==> config.mk <==
export PLATFORM = sky130hd
export DESIGN_NAME = vsync_shadow_bank
export DESIGN_NICKNAME = d
export VERILOG_FILES = /design/src/rtl/vsbank_pkg.sv /design/src/rtl/vsbank_ctl.sv /design/src/rtl/vsbank_win.sv /design/src/rtl/vsync_shadow_bank.sv
export SDC_FILE = /design/constraint.sdc
export NUM_CORES = 1
export LEC_CHECK = 0
export ABC_CLOCK_PERIOD_IN_PS = 4000
export BUFFER_PORTS_ARGS = -buffer_cell sky130_fd_sc_hd__buf_2
export CORE_MARGIN = 3
export CORE_UTILIZATION = 58
export CTS_CLUSTER_SIZE = 12
export DETAILED_ROUTE_END_ITERATION = 8
export GPL_TIMING_DRIVEN = 0
export PLACE_DENSITY = 0.81
export SYNTH_ARGS = -nofsm -noshare
export SYNTH_HDL_FRONTEND = slang
export SYNTH_SLANG_ARGS = --single-unit
==> constraint.sdc <==
create_clock -name clk -period 4 [get_ports clk]
set_clock_uncertainty 0.15 [all_clocks]
set_input_delay 0.6 -clock clk [delete_from_list [all_inputs] [get_ports clk]]
set_output_delay 0.6 -clock clk [all_outputs]
set_load 0.02 [all_outputs]
==> src/rtl/vsbank_pkg.sv <==
package vsbank_pkg;

    localparam logic [7:0] ADR_HOLD = 8'h00;
    localparam logic [7:0] ADR_REQ  = 8'h01;
    localparam logic [7:0] ADR_STAT = 8'h02;
    localparam logic [7:0] ADR_WIN0 = 8'h04;

    typedef enum logic [2:0] {
        RK_NONE,
        RK_HOLD,
        RK_REQ,
        RK_STAT,
        RK_CTRL,
        RK_BASE
    } reg_kind_e;

    typedef struct packed {
        reg_kind_e  kind;
        logic [3:0] win;
    } reg_sel_t;

    // win_end is the first address past the last window register
    function automatic reg_sel_t decode_addr(input logic [7:0] a, input logic [7:0] win_end);
        reg_sel_t   s;
        logic [7:0] off;
        s.kind = RK_NONE;
        s.win  = '0;
        off    = a - ADR_WIN0;
        if (a == ADR_HOLD)      s.kind = RK_HOLD;
        else if (a == ADR_REQ)  s.kind = RK_REQ;
        else if (a == ADR_STAT) s.kind = RK_STAT;
        else if (a >= ADR_WIN0 && a < win_end) begin
            s.kind = a[0] ? RK_BASE : RK_CTRL;
            s.win  = off[4:1];
        end
        return s;
    endfunction

endpackage

==> src/rtl/vsbank_ctl.sv <==
module vsbank_ctl #(
    parameter int NUM_WIN = 2
) (
    input  logic               clk,
    input  logic               rst,
    input  logic               vsync,
    input  logic               wr_hold,
    input  logic               wr_req,
    input  logic               wr_shadow,
    input  logic [NUM_WIN-1:0] hold_wdata,
    input  logic               req_bit,
    output logic [NUM_WIN-1:0] hold_q,
    output logic               arm_q,
    output logic [NUM_WIN-1:0] load
);

    logic arm_set;

    assign arm_set = wr_shadow
                   | (wr_req & req_bit)
                   | (wr_hold & (|(hold_q & ~hold_wdata)));

    assign load = {NUM_WIN{vsync & arm_q}} & ~hold_q;

    always_ff @(posedge clk) begin
        if (rst) begin
            hold_q <= '0;
            arm_q  <= 1'b0;
        end else begin
            if (wr_hold) hold_q <= hold_wdata;
            if (arm_set)    arm_q <= 1'b1;
            else if (vsync) arm_q <= 1'b0;
        end
    end

    // releasing a held window arms the next transfer
    p_release_arms_r5: assert property (@(posedge clk) disable iff (rst)
        (wr_hold && |(hold_q & ~hold_wdata)) |=> arm_q);

    // arm flag clears at a frame boundary with no arming write
    p_arm_selfclear_r6: assert property (@(posedge clk) disable iff (rst)
        (vsync && !wr_hold && !wr_req && !wr_shadow) |=> !arm_q);

endmodule

==> src/rtl/vsbank_win.sv <==
module vsbank_win #(
    parameter int DATA_W = 16,
    parameter int FMT_W  = 3
) (
    input  logic              clk,
    input  logic              rst,
    input  logic              wr_ctrl,
    input  logic              wr_base,
    input  logic [DATA_W-1:0] wdata,
    input  logic              load,
    output logic              shd_en,
    output logic [FMT_W-1:0]  shd_fmt,
    output logic [DATA_W-1:0] shd_base,
    output logic              act_en,
    output logic [FMT_W-1:0]  act_fmt,
    output logic [DATA_W-1:0] act_base
);

    always_ff @(posedge clk) begin
        if (rst) begin
            shd_en   <= 1'b0;
            shd_fmt  <= '0;
            shd_base <= '0;
            act_en   <= 1'b0;
            act_fmt  <= '0;
            act_base <= '0;
        end else begin
            // load copies the pre-write shadow value
            if (load) begin
                act_en   <= shd_en;
                act_fmt  <= shd_fmt;
                act_base <= shd_base;
            end
            if (wr_ctrl) begin
                shd_en  <= wdata[0];
                shd_fmt <= wdata[FMT_W:1];
            end
            if (wr_base) shd_base <= wdata;
        end
    end

    // active copy is quiet unless a load happens
    p_active_quiet_r2: assert property (@(posedge clk) disable iff (rst)
        !load |=> ($stable(act_en) && $stable(act_fmt) && $stable(act_base)));

    // a load takes the shadow contents of that cycle
    p_load_copies_r3: assert property (@(posedge clk) disable iff (rst)
        load |=> (act_en == $past(shd_en) && act_fmt == $past(shd_fmt)
                  && act_base == $past(shd_base)));

endmodule

==> src/rtl/vsync_shadow_bank.sv <==
module vsync_shadow_bank
    import vsbank_pkg::*;
#(
    parameter int NUM_WIN = 2,
    parameter int DATA_W  = 16,
    parameter int FMT_W   = 3,
    parameter int ADDR_W  = 4
) (
    input  logic                      clk,
    input  logic                      rst,
    input  logic                      wr_en,
    input  logic [ADDR_W-1:0]         addr,
    input  logic [DATA_W-1:0]         wdata,
    output logic [DATA_W-1:0]         rdata,
    input  logic                      vsync,
    output logic [NUM_WIN-1:0]        act_en,
    output logic [NUM_WIN*FMT_W-1:0]  act_fmt,
    output logic [NUM_WIN*DATA_W-1:0] act_base
);

    localparam logic [7:0] WIN_END = 8'(4 + 2 * NUM_WIN);
    localparam int         WIN_IW  = (NUM_WIN > 1) ? $clog2(NUM_WIN) : 1;

    reg_sel_t           sel;
    logic [NUM_WIN-1:0] hold_q;
    logic [NUM_WIN-1:0] load;
    logic [NUM_WIN-1:0] wr_ctrl;
    logic [NUM_WIN-1:0] wr_base;
    logic               arm_q;
    logic               wr_shadow;

    logic               shd_en   [NUM_WIN];
    logic [FMT_W-1:0]   shd_fmt  [NUM_WIN];
    logic [DATA_W-1:0]  shd_base [NUM_WIN];

    assign sel       = decode_addr(8'(addr), WIN_END);
    assign wr_shadow = |(wr_ctrl | wr_base);

    vsbank_ctl #(.NUM_WIN(NUM_WIN)) u_ctl (
        .clk        (clk),
        .rst        (rst),
        .vsync      (vsync),
        .wr_hold    (wr_en && sel.kind == RK_HOLD),
        .wr_req     (wr_en && sel.kind == RK_REQ),
        .wr_shadow  (wr_shadow),
        .hold_wdata (wdata[NUM_WIN-1:0]),
        .req_bit    (wdata[0]),
        .hold_q     (hold_q),
        .arm_q      (arm_q),
        .load       (load)
    );

    for (genvar w = 0; w < NUM_WIN; w++) begin : g_win
        assign wr_ctrl[w] = wr_en && sel.kind == RK_CTRL && sel.win == 4'(w);
        assign wr_base[w] = wr_en && sel.kind == RK_BASE && sel.win == 4'(w);

        vsbank_win #(.DATA_W(DATA_W), .FMT_W(FMT_W)) u_win (
            .clk      (clk),
            .rst      (rst),
            .wr_ctrl  (wr_ctrl[w]),
            .wr_base  (wr_base[w]),
            .wdata    (wdata),
            .load     (load[w]),
            .shd_en   (shd_en[w]),
            .shd_fmt  (shd_fmt[w]),
            .shd_base (shd_base[w]),
            .act_en   (act_en[w]),
            .act_fmt  (act_fmt[w*FMT_W +: FMT_W]),
            .act_base (act_base[w*DATA_W +: DATA_W])
        );

        // a held window keeps its active values across the boundary
        p_hold_keeps_r4: assert property (@(posedge clk) disable iff (rst)
            (vsync && hold_q[w]) |=> ($stable(act_en[w])
                && $stable(act_base[w*DATA_W +: DATA_W])));
    end

    always_comb begin
        logic [WIN_IW-1:0] wi;
        wi    = sel.win[WIN_IW-1:0];
        rdata = '0;
        case (sel.kind)
            RK_HOLD: rdata[NUM_WIN-1:0] = hold_q;
            RK_REQ:  rdata[0]           = arm_q;
            RK_STAT: rdata[NUM_WIN-1:0] = act_en;
            RK_CTRL: rdata[FMT_W:0]     = {shd_fmt[wi], shd_en[wi]};
            RK_BASE: rdata              = shd_base[wi];
            default: rdata              = '0;
        endcase
    end

endmodule

-- Word level (Yosys, flattened, before mapping)
Cells that the tools add are included.
- flip-flop bits (word level): 83
- output and inout bits: 56
- bitwise gates (word level): 11
- mux-type cells: 23
- magnitude comparators: 3
- add/subtract/negate cells: 1
- reductions and logical operators: 14
- equal/unequal tests: 8
- operators with widths (operator ; number):
    16-bit 2-to-1 mux ; 3
    3-bit 2-to-1 mux ; 6
    12-bit 2-to-1 mux ; 1
    4-bit 2-to-1 mux ; 3
    1-bit logical AND ; 9
    4-bit by 1-bit equality test with 1-bit output (second input constant) ; 2
    4-bit logical NOT ; 2
    7-bit 2-to-1 mux ; 1
    3-bit by 2-bit equality test with 1-bit output (second input constant) ; 2
    3-bit equality test (second input constant) ; 2
    1-bit 2-to-1 mux ; 6
    1-bit one-hot mux with 5 select lines ; 1
    4-bit by 3-bit subtractor with 5-bit output (second input constant) ; 1
    2-bit bitwise AND ; 2
    4-bit by 2-bit equality test with 1-bit output (second input constant) ; 1
    4-bit by 3-bit greater-or-equal comparator with 1-bit output (second input constant) ; 1
    4-bit < comparator (second input constant) ; 1
    2-bit NOT ; 2
    1-bit one-hot mux with 4 select lines ; 1
    2-bit one-hot mux with 2 select lines ; 1
    2-bit OR reduction ; 2
    1-bit bitwise AND ; 3
    3-bit by 1-bit equality test with 1-bit output (second input constant) ; 1
    2-bit greater-or-equal comparator (second input constant) ; 1
    other kinds (4) ; 5

-- Logic depth before layout (Yosys ltp)
- depth in word-level cells: 14
- depth in mapped cells: 9
- gate-level depth less buffers: 5

-- Modules after synthesis
A second synthesis with hierarchy kept.
- cells, all modules: 338
- area total of the unflattened synthesis: 3494.6 µm²
- by module, submodules not included (module ; area an instance (µm²) ; instances ; cells each):
    vsbank_win ; 1425.1 ; 2 ; 129
    vsync_shadow_bank ; 504.2 ; 1 ; 64
    vsbank_ctl ; 140.1 ; 1 ; 16

-- Least setup slack after synthesis
Ideal clock, no wire load.
- path type: input to output
- from: input addr[2]
- to: output rdata[10]
- required time: 3.250 ns
- data arrival time: 2.054 ns
- slack: 1.196 ns
- cell stages on the path: 7
- cell sequence: inv_1 > ha_1 > buf_2 > or3b_2 > clkbuf_1 > clkbuf_1 > nor2_1
- longest elaborated chain between the ends: 11
- elaborated cells between the ends (all ways): 19
- those cells by class: order compare (2); eq/ne (3); mux (11); bitwise (1); reduce/logical (2)
- ends and longest elaborated chain (what ; line ; RTL):
    start: declaration ; vsync_shadow_bank.sv:12 ; input logic [ADDR_W-1:0] addr,
    4-bit by 3-bit greater-or-equal comparator with 1-bit output / 4-bit < comparator (equally long branches) ; vsbank_pkg.sv:32 ; else if (a >= ADR_WIN0 && a < win_end) begin
    1-bit logical AND ; vsbank_pkg.sv:32 ;
    7-bit 2-to-1 mux ; vsbank_pkg.sv:32 ;
    4-bit 2-to-1 mux ; vsbank_pkg.sv:31 ; else if (a == ADR_STAT) s.kind = RK_STAT;
    4-bit 2-to-1 mux ; vsbank_pkg.sv:30 ; else if (a == ADR_REQ) s.kind = RK_REQ;
    4-bit 2-to-1 mux ; vsbank_pkg.sv:29 ; if (a == ADR_HOLD) s.kind = RK_HOLD;
    1-bit NOT with 2-bit output (implied by the code) ; vsync_shadow_bank.sv:87 ; RK_BASE: rdata = shd_base[wi];
    16-bit 2-to-1 mux (implied by the code) (3 in series) ; vsync_shadow_bank.sv:87 ;
    12-bit 2-to-1 mux (*) ; vsync_shadow_bank.sv:82 ; case (sel.kind)
    end: declaration ; vsync_shadow_bank.sv:14 ; output logic [DATA_W-1:0] rdata,
Every way passes the cells marked *; elsewhere a longest branch is shown, timed or not. The select of a mux whose other input is x is not followed.

-- Worst setup path in the final report
- from: input addr[3]
- to: output rdata[12]
The elaborated chain is that of the path after synthesis.

==> impl_metrics.csv <==
group,metric,value,unit
clock_tree,postCtsSetupBuffers,0,
power,ir_worst_vdd,0.000227,V
yosys,synth_edf_count,0,
global_routing,grt-ovfl-total,0,
die,die_x,85.2,um
detailed_routing,route.detailed.drc,0,
yosys,synth_seq_cells,83,
cells_and_area,regArea,1660,um2
sta,max_slew_margin,0.562,
worst_setup_path,cp-startpoint,"addr[3]",
yosys,synthTopCellsByCount,"dfxtp_1 (83), nand2_1 (81), mux2i_1 (47)",
cells_and_area,antennaDiodeCount,0,
die,rows,28,
clock_tree,htree_levels,3,
worst_setup_path,rr_worst_depth,4,
cells_and_area,multi_input_area,1790,um2
global_routing,antenna_found_initial,0,
cells_and_area,finalNetCount,538,
run_status,outcome,"finished clean",
hold_path,hp-class,"register to register",
yosys,syn_area_per_cell,8.56,um2
yosys,synth_ff_type,"dfxtp_1",
cells_and_area,fill_cells,485,
hold_path,hp-start,"g_win[1].u_win.act_base[0]",
global_routing,grtUsageTotal,0.269,
yosys,yosysWarnings,0,
detailed_routing,firstDrtPassIters,5,
yosys,async_flop_share,0,
die,core,5990,um2
detailed_routing,wl_per_cell,15.8,um
clock_tree,cts-buffers-inserted,9,
clock_tree,clkTransAtPathRegs,0.08,ns
yosys,synth_area_leaders,"dfxtp_1 (46%), mux2i_1 (13%), nand2_1 (8.4%)",
sta,max_clock_freq,0.304,GHz
sta,slew_violations,0,
yosys,netlist_area,3640,um2
sta,hold_viol,0,
clock_tree,tritoncts,"yes",
die,num_io_pins,80,
sta,fin_ws,0.708,ns
yosys,syn-num-nets,450,
global_routing,grt_pass1_wl,15.3,mm
global_routing,grt_max_degree,14,
worst_setup_path,path_max_fanout,10,
worst_setup_path,setup.worst_path.end,"rdata[12]",
detailed_routing,finalWirelength,9.34,mm
worst_setup_path,r2r_end,"g_win[1].u_win.act_base[8]",
sta,period_needed,3.29,ns
worst_setup_path,crit_type,"primary input to primary output",
die,initial_core_util,0.607,
die,die_h,85.2,um
worst_setup_path,crit_path_end_kind,"primary output",
sta,tns,0,ns
power,powerDensity,356,nW/um2
placement,preCtsSetupSlack,0.754,ns
placement,gp_congestion,0.874,
yosys,synth_top_cell_area_share,0.457,
yosys,ys_types,34,
sta,worst_pin_slew,0.657,ns
yosys,synth_top_cell_by_area,"dfxtp_1",
cells_and_area,fin_util,0.719,
worst_setup_path,arrival,2.54,ns
clock_tree,cts_hold_buffers,0,
clock_tree,numClockSinks,83,
clock_tree,clockBufferDepth,2,
worst_setup_path,cp.required,3.25,ns
yosys,synth_most_common_cell,"dfxtp_1",
die,die_area,7250,um2
power,p_leak,0.00186,uW
detailed_routing,via_count,3289,
placement,hpwl,6.61,mm
worst_setup_path,r2r-start,"u_ctl.arm_q",
sta,timing.final.setup_violations,0,
cells_and_area,syn_to_final_growth,18.5,%
worst_setup_path,reg2reg_slack,2.48,ns
clock_tree,cts_resized,0,
run,cap_violations,0,
worst_setup_path,start_kind,"primary input",
placement,numPortBuffers,77,
detailed_routing,final_antenna_net_count,0,
sta,rsz0062_at_grt,"false",
yosys,synth_seq_area_share,0.457,
detailed_routing,drt_first_iter_violations,247,
clock_tree,ctsRootBufferMaster,"clkbuf_8",
detailed_routing,via_per_inst,5.56,
clock_tree,insertion_delay,0.36,ns
global_routing,grt_pass1_vias,3199,
sta,timing.final.crit_share,0.823,
cells_and_area,drive_gt1_frac,0.199,
yosys,synth_cells,425,
[where the power goes]
| group | switching, uW | internal, uW | leakage, uW |
|---|---|---|---|
| Sequential | 3.10 | 829 | 0.000669 |
| Clock | 301 | 302 | 0.0000954 |
| Combinational | 62.3 | 35.8 | 0.00110 |
[registers in the layout, summed over array words and instances (netlist names)]
signal	cells
g_win.u_win.shd_en	2
g_win.u_win.shd_fmt	6
g_win.u_win.act_base	32
g_win.u_win.shd_base	32
u_ctl.arm_q	1
g_win.u_win.act_en	2
u_ctl.hold_q	2
g_win.u_win.act_fmt	6
[layout make-up]
type                            instances  share of cell area
Clock inverter                          4              0.0119
Sequential cell                        83               0.386
Inverter                                4             0.00349
Timing Repair Buffer                   77              0.0895
Multi-Input combinational cell        303               0.415
Tap cell                               75              0.0218
Buffer                                 35              0.0401
Clock buffer                           11              0.0328
[worst min path at each step]
stage                                        endpoint  depth (start not counted)
after CTS                 g_win[1].u_win.act_base[11]                          2
final                      g_win[1].u_win.act_base[0]                          2
after global placement      g_win[1].u_win.act_fmt[0]                          2
after floorplan            g_win[0].u_win.act_base[0]                          2
after global routing       g_win[1].u_win.act_base[4]                          2
after detailed placement  g_win[1].u_win.act_base[11]                          2
[routing by layer]
metal	GRT usage	part of all wire	vias to the layer above
li1	-	-	1595
met1	0.360	0.44	1560
met2	0.431	0.47	113
met3	0.0456	0.068	21
met4	0.111	0.020	0
met5	0	0	-
[worst max-delay path, stage by stage]
cell	delay [ns]
buf_2	0.13
inv_1	0.05
ha_1	0.16
buf_2	0.16
nor3b_1	0.53
buf_2	0.44
mux2i_1	0.24
nor2_1	0.05
buf_2	0.18
[metrics by stage]
step	power (uW)	std cells	area, um2	hold WS (ns)
finish	1530	592	4310	0.303
global route	1580	592	4310	0.325
CTS	1540	592	4310	0.306
detailed placement	947	577	4120	0.294
floorplan	912	425	3640	0.290
global placement	946	577	4120	0.288
[cell usage in the layout (no fill, tap or decap), types with 4 or more instances in the layout]
cell type / n
dfxtp_1: 83
nand2_1: 81
buf_2: 80
mux2i_1: 47
a21oi_1: 41
nand2b_1: 40
clkbuf_1: 27
o21ai_0: 23
nor2b_1: 17
nor2_1: 16
o21ai_1: 10
clkbuf_8: 10
inv_1: 4
buf_6: 4
nand3b_1: 4
o22ai_1: 4
[cells by family (layout without fill, tap and decap cells)]
logic type,after synthesis,in the layout,share of synthesized area
mux,48,48,0.132
simple gates,172,172,0.237
fa+ha+maj,1,1,0.00344
compound gates,82,82,0.119
buf+inv,39,131,0.0516
flops,83,83,0.457
(Power assumes the default switching activity.)
